`src/rtl/sc32_pkg.sv`:
```
package sc32_pkg;
  localparam int XLEN = 32;

  localparam logic [5:0] OP_RTYPE = 6'd0;
  localparam logic [5:0] OP_J     = 6'd2;
  localparam logic [5:0] OP_BEQ   = 6'd4;
  localparam logic [5:0] OP_BNE   = 6'd5;
  localparam logic [5:0] OP_ADDI  = 6'd8;
  localparam logic [5:0] OP_LW    = 6'd35;
  localparam logic [5:0] OP_SW    = 6'd43;

  localparam logic [5:0] FN_SLL = 6'd0;
  localparam logic [5:0] FN_JR  = 6'd8;
  localparam logic [5:0] FN_ADD = 6'd32;
  localparam logic [5:0] FN_SUB = 6'd34;

  typedef enum logic [1:0] {ALU_ADD, ALU_SUB, ALU_SLL} alu_op_e;
  typedef enum logic [2:0] {NPC_SEQ, NPC_BEQ, NPC_BNE, NPC_JUMP, NPC_REG} npc_sel_e;

  typedef struct packed {
    logic     reg_we;
    logic     dst_rd;
    logic     use_imm;
    logic     mem_we;
    logic     mem_rd;
    alu_op_e  alu;
    npc_sel_e npc;
  } ctrl_t;
endpackage

```
`src/rtl/sc32_regfile.sv`:
```
module sc32_regfile #(
  parameter int DATA_W  = 32,
  parameter int REG_CNT = 32,
  localparam int ADDR_W = $clog2(REG_CNT)
) (
  input  logic              clk,
  input  logic              we,
  input  logic [ADDR_W-1:0] waddr,
  input  logic [DATA_W-1:0] wdata,
  input  logic [ADDR_W-1:0] raddr_a,
  input  logic [ADDR_W-1:0] raddr_b,
  output logic [DATA_W-1:0] rdata_a,
  output logic [DATA_W-1:0] rdata_b
);
  logic [DATA_W-1:0] store [REG_CNT];

  always_ff @(posedge clk) begin
    if (we && (waddr != '0)) store[waddr] <= wdata;
  end

  assign rdata_a = (raddr_a == '0) ? '0 : store[raddr_a];
  assign rdata_b = (raddr_b == '0) ? '0 : store[raddr_b];
endmodule

```
`src/rtl/sc32_decode.sv`:
```
module sc32_decode
  import sc32_pkg::*;
(
  input  logic [5:0] opcode,
  input  logic [5:0] funct,
  output ctrl_t      ctrl
);
  always_comb begin
    ctrl = '{reg_we: 1'b0, dst_rd: 1'b0, use_imm: 1'b0, mem_we: 1'b0,
             mem_rd: 1'b0, alu: ALU_ADD, npc: NPC_SEQ};
    case (opcode)
      OP_RTYPE: begin
        case (funct)
          FN_ADD: begin ctrl.reg_we = 1'b1; ctrl.dst_rd = 1'b1; end
          FN_SUB: begin ctrl.reg_we = 1'b1; ctrl.dst_rd = 1'b1; ctrl.alu = ALU_SUB; end
          FN_SLL: begin ctrl.reg_we = 1'b1; ctrl.dst_rd = 1'b1; ctrl.alu = ALU_SLL; end
          FN_JR:  ctrl.npc = NPC_REG;
          default: ;
        endcase
      end
      OP_ADDI: begin ctrl.reg_we = 1'b1; ctrl.use_imm = 1'b1; end
      OP_LW:   begin ctrl.reg_we = 1'b1; ctrl.use_imm = 1'b1; ctrl.mem_rd = 1'b1; end
      OP_SW:   begin ctrl.use_imm = 1'b1; ctrl.mem_we = 1'b1; end
      OP_BEQ:  ctrl.npc = NPC_BEQ;
      OP_BNE:  ctrl.npc = NPC_BNE;
      OP_J:    ctrl.npc = NPC_JUMP;
      default: ;
    endcase
  end
endmodule

```
`src/rtl/sc32_alu.sv`:
```
module sc32_alu
  import sc32_pkg::*;
#(
  parameter int DATA_W = 32,
  localparam int SH_W  = $clog2(DATA_W)
) (
  input  alu_op_e           op,
  input  logic [DATA_W-1:0] a,
  input  logic [DATA_W-1:0] b,
  input  logic [SH_W-1:0]   shamt,
  output logic [DATA_W-1:0] y
);
  always_comb begin
    case (op)
      ALU_SUB: y = a - b;
      ALU_SLL: y = b << shamt;
      default: y = a + b;
    endcase
  end
endmodule

```
`src/rtl/sc32_core.sv`:
```
module sc32_core
  import sc32_pkg::*;
#(
  parameter int          REG_CNT  = 32,
  parameter logic [31:0] RESET_PC = 32'h0040_0000
) (
  input  logic        clk,
  input  logic        rst,
  output logic [31:0] imem_addr,
  input  logic [31:0] imem_data,
  output logic [31:0] dmem_addr,
  output logic [31:0] dmem_wdata,
  output logic        dmem_we,
  input  logic [31:0] dmem_rdata
);
  localparam int RA_W = $clog2(REG_CNT);

  logic [XLEN-1:0] pc_q, pc_seq, pc_br, pc_jmp, pc_nxt;
  logic [XLEN-1:0] imm_sx, rs_val, rt_val, alu_b, alu_y, wb_val;
  logic [RA_W-1:0] wr_idx;
  logic            same;
  ctrl_t           ctl;

  sc32_decode u_dec (
    .opcode (imem_data[31:26]),
    .funct  (imem_data[5:0]),
    .ctrl   (ctl)
  );

  sc32_regfile #(.DATA_W(XLEN), .REG_CNT(REG_CNT)) u_rf (
    .clk     (clk),
    .we      (ctl.reg_we && !rst),
    .waddr   (wr_idx),
    .wdata   (wb_val),
    .raddr_a (imem_data[25:21]),
    .raddr_b (imem_data[20:16]),
    .rdata_a (rs_val),
    .rdata_b (rt_val)
  );

  assign imm_sx = {{(XLEN-16){imem_data[15]}}, imem_data[15:0]};
  assign alu_b  = ctl.use_imm ? imm_sx : rt_val;

  sc32_alu #(.DATA_W(XLEN)) u_alu (
    .op    (ctl.alu),
    .a     (rs_val),
    .b     (alu_b),
    .shamt (imem_data[10:6]),
    .y     (alu_y)
  );

  assign wr_idx = ctl.dst_rd ? imem_data[15:11] : imem_data[20:16];
  assign wb_val = ctl.mem_rd ? dmem_rdata : alu_y;

  assign pc_seq = pc_q + 32'd4;
  assign pc_br  = pc_seq + (imm_sx << 2);
  assign pc_jmp = {pc_seq[31:28], imem_data[25:0], 2'b00};
  assign same   = (rs_val == rt_val);

  always_comb begin
    case (ctl.npc)
      NPC_BEQ:  pc_nxt = same ? pc_br : pc_seq;
      NPC_BNE:  pc_nxt = same ? pc_seq : pc_br;
      NPC_JUMP: pc_nxt = pc_jmp;
      NPC_REG:  pc_nxt = rs_val;
      default:  pc_nxt = pc_seq;
    endcase
  end

  always_ff @(posedge clk) begin
    if (rst) pc_q <= RESET_PC;
    else     pc_q <= pc_nxt;
  end

  assign imem_addr  = pc_q;
  assign dmem_addr  = alu_y;
  assign dmem_wdata = rt_val;
  assign dmem_we    = ctl.mem_we && !rst;
endmodule

```
`config.mk`:
```
export PLATFORM = sky130hd
export DESIGN_NAME = sc32_core
export DESIGN_NICKNAME = d
export VERILOG_FILES = /design/src/rtl/sc32_pkg.sv /design/src/rtl/sc32_regfile.sv /design/src/rtl/sc32_decode.sv /design/src/rtl/sc32_alu.sv /design/src/rtl/sc32_core.sv
export SDC_FILE = /design/constraint.sdc
export NUM_CORES = 2
export LEC_CHECK = 0
export BUFFER_PORTS_ARGS = -buffer_cell sky130_fd_sc_hd__buf_4
export CAP_MARGIN = 20
export CELL_PAD_IN_SITES_DETAIL_PLACEMENT = 1
export CELL_PAD_IN_SITES_GLOBAL_PLACEMENT = 2
export CORE_MARGIN = 2
export CORE_UTILIZATION = 52
export CTS_BUF_LIST = sky130_fd_sc_hd__clkbuf_2 sky130_fd_sc_hd__clkbuf_4 sky130_fd_sc_hd__clkbuf_8
export DETAILED_ROUTE_END_ITERATION = 6
export PLACE_DENSITY = 0.86
export SLEW_MARGIN = 20
export SYNTH_ARGS = -nofsm -noshare
export SYNTH_HDL_FRONTEND = slang
export SYNTH_HIERARCHICAL = 1
export SYNTH_SLANG_ARGS = --single-unit
```
`constraint.sdc`:
```
create_clock -name clk -period 13.55 [get_ports clk]
set_input_delay 1.355 -clock clk [delete_from_list [all_inputs] [get_ports clk]]
set_output_delay 1.355 -clock clk [all_outputs]
set_load 0.02 [all_outputs]
```
* Word level (Yosys, flattened, before mapping)
Memory sizes are Yosys's and may differ from the RTL's.
Index checks and enable logic that the tools add are counted.
** Storage, ports and cells
- Register bits after elaboration :: 32
- Bits in writable memories :: 1024
- Bits of input ports :: 66
- Output and inout bits :: 97
- Word-level logic and storage cells :: 56
- Memories kept :: 1
** Memory list
- u_rf.store :: words 32, bits a word 32, read ports 2, clocked after memory_dff 0, write ports 1, line sc32_regfile.sv:15 : logic [DATA_W-1:0] store [REG_CNT];
** Cells by class
- $add $sub $neg :: 4
- Equal/unequal tests :: 16
- Shift operators :: 1
- Multiplexer cells :: 21
- Reduce and logical (&&, ||, !) cells :: 12
** Operators with widths (number)
- 32-bit 2-to-1 mux :: 6
- 32-bit one-hot mux with 4 select lines :: 1
- 32-bit adder :: 2
- 32-bit one-hot mux with 2 select lines :: 1
- 32-bit by 3-bit adder with 32-bit output (second input constant) :: 1
- 32-bit == test :: 1
- 32-bit by 5-bit left shift with 32-bit output :: 1
- 32-bit subtractor :: 1
- 6-bit == test (second input constant) :: 4
- 6-bit by 3-bit == test with 1-bit output (second input constant) :: 2
- 6-bit by 4-bit == test with 1-bit output (second input constant) :: 2
- 6-bit logical NOT :: 2
- 3-bit one-hot mux with 4 select lines :: 1
- 5-bit logical NOT :: 2
- 3-bit by 2-bit == test with 1-bit output (second input constant) :: 2
- 6-bit by 2-bit == test with 1-bit output (second input constant) :: 1
- 1-bit 2-to-1 mux :: 6
- 3-bit OR reduction :: 2
- 5-bit 2-to-1 mux :: 1
- 5-bit nonzero test :: 1
- 2-bit 2-to-1 mux :: 2
- 2-bit one-hot mux with 2 select lines :: 1
- 3-bit by 1-bit == test with 1-bit output (second input constant) :: 1
- 3-bit == test (second input constant) :: 1
- 7 further kinds :: 9

* Depth between registers and ports, before layout
- Word-level depth :: 9
- Gate-level depth with buffers :: 28
- Gate-level depth less buffers :: 22

* Cells and area by module
The synthesis kept the hierarchy.
** Modules (own cells, without submodules)
- sc32_regfile :: instances 1, cells each 2564, area an instance 47929.7 µm², sequential area each 30749.5 µm²
- sc32_core :: instances 1, cells each 654, area an instance 4969.8 µm², sequential area each 640.6 µm²
- sc32_alu :: instances 1, cells each 596, area an instance 4357.9 µm², sequential area each 0.0 µm²
- sc32_decode :: instances 1, cells each 27, area an instance 182.7 µm², sequential area each 0.0 µm²

* Worst setup path before layout
No wires, ideal clock.
- Path type :: input to output
- Start :: input port imem_data[16]
- End :: output port dmem_addr[30]
- Arrival time :: 6.752 ns
- Data required time :: 12.195 ns
- Setup slack :: 5.443 ns
- Cell stages on the path :: 24
- Path buffers :: 3
- Cells stage by stage :: buf_6 buf_6 mux4_1 mux2_2 a221oi_2 a211oi_1 mux2_2 inv_1 ha_1 nand2b_1 or4_1 or3_1 nor2_2 nand2_1 o21ai_1 xor2_1 ha_1 clkbuf_1 a21o_1 a221o_1 a41o_1 nand2b_1 a31oi_1 o31ai_1
** Between the ends
- Word-level cells in the longest chain between the ends :: 5
- Elaborated cells on any way between the ends :: 8
- Those cells by class :: 2 x add/sub; 1 x shift; 3 x mux; 1 x reduce/logical; 1 x memory
** RTL lines
- from (decl) :: line sc32_core.sv:10 : input logic [31:0] imem_data,
- memory read 32 x 32 bit or 5-bit logical NOT (tied branches)
- 32-bit 2-to-1 mux (*) :: line sc32_regfile.sv:22 : assign rdata_b = (raddr_b == '0) ? '0 : store[raddr_b];
- via dmem_wdata[0] :: line sc32_core.sv:12 : output logic [31:0] dmem_wdata,
- 32-bit 2-to-1 mux (*) :: line sc32_core.sv:42 : assign alu_b = ctl.use_imm ? imm_sx : rt_val;
- via alu_b[0] :: line sc32_core.sv:19 : logic [XLEN-1:0] imm_sx, rs_val, rt_val, alu_b, alu_y, wb_val;
- 32-bit adder, or another cell as far along :: line sc32_alu.sv:17 : default: y = a + b;
- 32-bit one-hot mux with 2 select lines (*) :: line sc32_alu.sv:14 : case (op)
- to (decl) :: line sc32_core.sv:11 : output logic [31:0] dmem_addr,
Mark *: on every way through the listed nets, which the timed path passes. The rest lies on a longest branch.

* Worst setup path in the final report
- Start :: input port imem_data[16]
- End :: output port dmem_addr[16]
** Between the ends
- Word-level cells in the longest chain between the ends :: 5
- Elaborated cells on any way between the ends :: 8
- Those cells by class :: 2 x add/sub; 1 x shift; 3 x mux; 1 x reduce/logical; 1 x memory
** RTL lines (line)
- memory read 32 x 32 bit or 5-bit logical NOT (tied branches)
- 32-bit 2-to-1 mux (*) :: sc32_regfile.sv:22
- 32-bit 2-to-1 mux (*) :: sc32_core.sv:42
- via alu_b[1] :: sc32_core.sv:19
- 32-bit adder, or another cell as far along :: sc32_alu.sv:17
- 32-bit one-hot mux with 2 select lines (*) :: sc32_alu.sv:14
Marked as above.

==> impl_metrics.tcl <==
set metrics [dict create \
    drc_errors 3 \
    cts.repair.resized 0 \
    insertion_delay_ps 910 \
    hold_start "imem_addr[1]" \
    h-tree-depth 4 \
    cpMostUsedCell "buf_4" \
    wire_per_inst_um 39.6 \
    layout-drive-gt1-share_pct 27.5 \
    io_pins 163 \
    syn_area_um2 57400 \
    hold_end "imem_addr[1]" \
    maxSlewHeadroom_pct 14.4 \
    cts_buffers 175 \
    synth-seq-area-share_pct 54.6 \
    synthFlopType "edfxtp_1" \
    finClkSkew_ps 53.6 \
    failed_checks "DRC" \
    firstDrtPassIters 7 \
    grt_pass1_wl_um 315000 \
    rows 121 \
    p_leak_nw 22.0 \
    max_stage_delay_ps 990 \
    avgSynthCellArea_um2 15.0 \
    area_growth_pct 11.6 \
    synth_compound_gate_area_share_pct 9.60 \
    crit_path_start "imem_data[16]" \
    cts.path.max_buffers 3 \
    track_usage_pct 39.7 \
    clock_sinks 1056 \
    postSynthCellCount 3841 \
    initial_utilization_pct 52.6 \
    muxShareOfSynthArea_pct 23.8 \
    die_height_um 336 \
    gp_congestion 0.976 \
    grt-ovfl-total 0 \
    synth_cell_types 103 \
    worstHoldPathCells 2 \
    finalHoldViolCount 0 \
    synth_simple_gate_area_share_pct 5.52 \
    grt_pass1_vias 42100 \
    timing.rr.start "u_rf/store[14][1]" \
    worstPathMaxFanout 50 \
    synth_xor_area_share_pct 1.96 \
    die_area_um2 113000 \
    tightest_slew_ps 1280 \
    setup_viol 0 \
    synthAdderAreaFrac_pct 1.53 \
    maxCapViolations 0 \
    port_buffers 162 \
    drv_slew 0 \
    hp-class "reg2reg" \
    startpoint_type "primary input" \
    fmax_mhz 96.0 \
    holdWs_ps 519 \
    post-cts-setup-buffer-count 0 \
    r2r_slack_ps 5930 \
    tritoncts "done" \
    fin_setup_tns_ps 0 \
    worst-setup-path-type "in2out" \
    antenna_found_initial 10 \
    final_nets 4196 \
    routed_via_density 7.41 \
    period_share_pct 76.9 \
    arrival_ps 9060 \
    path_clk_slew_ps 50 \
    crit_chain "buf_8 > buf_4 > mux4_1 > mux2_2 > a221oi_2 > a211oi_1 > buf_4 > mux2_2 > inv_1 > ha_1 > nand2b_1 > or4_1 > or3_1 > nor2_2 > nor2_1 > xnor2_1 > ha_1 > nand4_1 > o31ai_1 > xnor2_1 > o211ai_1 > buf_4" \
    rsz0062_at_grt "false" \
    synth_top_family_by_area "multiplexers" \
    hold_buffers 0 \
    ys_ff_latch 1056 \
    synth-async-reset-ratio_pct 0 \
    cp-end-kind "output pin" \
    status "finished with violations" \
    coreArea_um2 109000 \
    post-dp-hpwl_um 142000 \
    ant_nets 0 \
    power_density_nw_per_um2 143 \
    dr_total_vias 42100 \
    slowest_stage "o211ai_1" \
    drt_wl_total_um 225000 \
    rr_endpoint "u_rf/store[24][16]" \
    first_iter_violations 6819 \
    ys_warn_count 6 \
    synth_edf_count 1024 \
    grt_max_degree 130 \
    r2r_cells 20 \
    layout_min_cycle_time_ps 10420 \
    cts_root_buffer "clkbuf_8" \
    die_width_um 336 \
    utilization_pct 58.7 \
    irDropWorstVdd_mv 0.0931 \
    required_ps 12190 \
]
## layer usage
layer  track usage [%]  wire [µm]  up-vias
li1                  -          -    16300
met1              52.4      82400    21700
met2              59.7     100000     3295
met3              11.2      29000      767
met4              21.5      13800        6
met5                 0         34        -
## cell usage in the layout, fill, tap and decap left out, drive strengths merged, types with 18 or more instances in the layout
cell type / synthesis / routed
a311oi: 34 / 34
mux4: 378 / 378
a221oi: 60 / 60
nand2: 200 / 200
conb: 1 / 32
clkbuf: 155 / 232
inv: 54 / 64
a22oi: 76 / 76
nor3: 22 / 22
clkinv: 0 / 74
o221ai: 69 / 69
ha: 67 / 67
nor2: 119 / 119
mux2i: 353 / 353
and3: 19 / 19
a211oi: 78 / 78
nor2b: 48 / 48
buf: 139 / 306
xnor2: 60 / 60
nand4: 53 / 53
a21oi: 141 / 141
xor2: 68 / 68
a21o: 26 / 26
nand2b: 18 / 18
o21ai: 134 / 134
nand3: 35 / 35
edfxtp: 1024 / 1024
a31oi: 18 / 18
mux2: 126 / 126
dfxtp: 32 / 32
## metrics by stage
stage / power [mW] / instance area, µm² / worst slack, ps / std cells
after global routing: 9.35 / 64100 / 2970 / 5687
final: 9.14 / 64100 / 3130 / 5688
after floorplan: 5.39 / 57600 / 5440 / 3872
after detailed placement: 6.31 / 60700 / 3310 / 5359
after global placement: 6.25 / 60700 / 3480 / 5359
after CTS: 9.07 / 64100 / 3230 / 5683
## sequential cells by signal (all words and copies together), names as in the netlist
name and flops:
u_rf/store 1024, imem_addr 32
## critical path, delay by kind of cell
family	cells	cell delay, ps
compound gates	4	2000
mux	3	1310
xor+xnor	2	370
simple gates	6	1580
buf+inv	5	1680
fa+ha+maj	2	640
## synthesized netlist by cell type, types with 18 or more instances
master / count / share of area, %
o21ai_0: 116 / 1.0
a21o_1: 26 / 0.34
a221oi_1: 41 / 0.63
nand2_1: 199 / 1.3
nand4_1: 53 / 0.58
nand2b_1: 18 / 0.20
nor2b_1: 48 / 0.52
a211oi_1: 78 / 1.0
mux2i_1: 353 / 6.2
clkbuf_1: 154 / 1.0
xor2_1: 68 / 1.0
buf_2: 66 / 0.58
nor2_1: 117 / 0.76
and3_1: 19 / 0.21
a22oi_1: 76 / 0.99
buf_4: 53 / 0.69
nand3_1: 35 / 0.30
xnor2_1: 59 / 0.90
dfxtp_1: 32 / 1.1
mux4_2: 324 / 13
mux2_2: 125 / 2.5
ha_1: 67 / 1.5
o221ai_1: 69 / 1.1
a221oi_2: 19 / 0.50
a21oi_1: 139 / 1.2
a311oi_1: 33 / 0.50
edfxtp_1: 1024 / 54
nor3_1: 19 / 0.17
mux4_1: 54 / 2.5
inv_1: 52 / 0.34
## kinds of logic (layout without fill, tap and decap cells)
kind of cell / count (synthesis) / count (layout)
DFF: 1056 / 1056
muxes: 857 / 857
AOI/OAI and AO/OA: 765 / 765
and+or+nand+nor: 617 / 617
buffers and inverters: 348 / 684
xor gates and xnor gates: 128 / 128
adders and majority gates: 69 / 69
other: 1 / 36
## power breakdown
part	leakage [nW]	internal, mW	switching (mW)
Clock	1.80	1.44	1.37
Combinational	10.7	0.593	1.56
Sequential	9.48	4.16	0.0220
## layout make-up
class | instances | area [µm²]
Clock inverter | 92 | 554
Fill cell | 10200 | 45100
Timing Repair Buffer | 306 | 2370
Antenna cell | 4 | 10.0
Inverter | 54 | 204
Sequential cell | 1056 | 31400
Clock buffer | 232 | 2840
Tap cell | 1476 | 1850
Multi-Input combinational cell | 2468 | 24900
## how the worst max path moves through the flow
stage                    end  cells after the start
2_1_floorplan  dmem_addr[30]                     24
3_3_place_gp   dmem_addr[19]                     24
3_5_place_dp   dmem_addr[19]                     24
4_1_cts        dmem_addr[19]                     24
5_1_grt        dmem_addr[29]                     25
6_report       dmem_addr[16]                     22
Power figures use the tool's default switching activity.
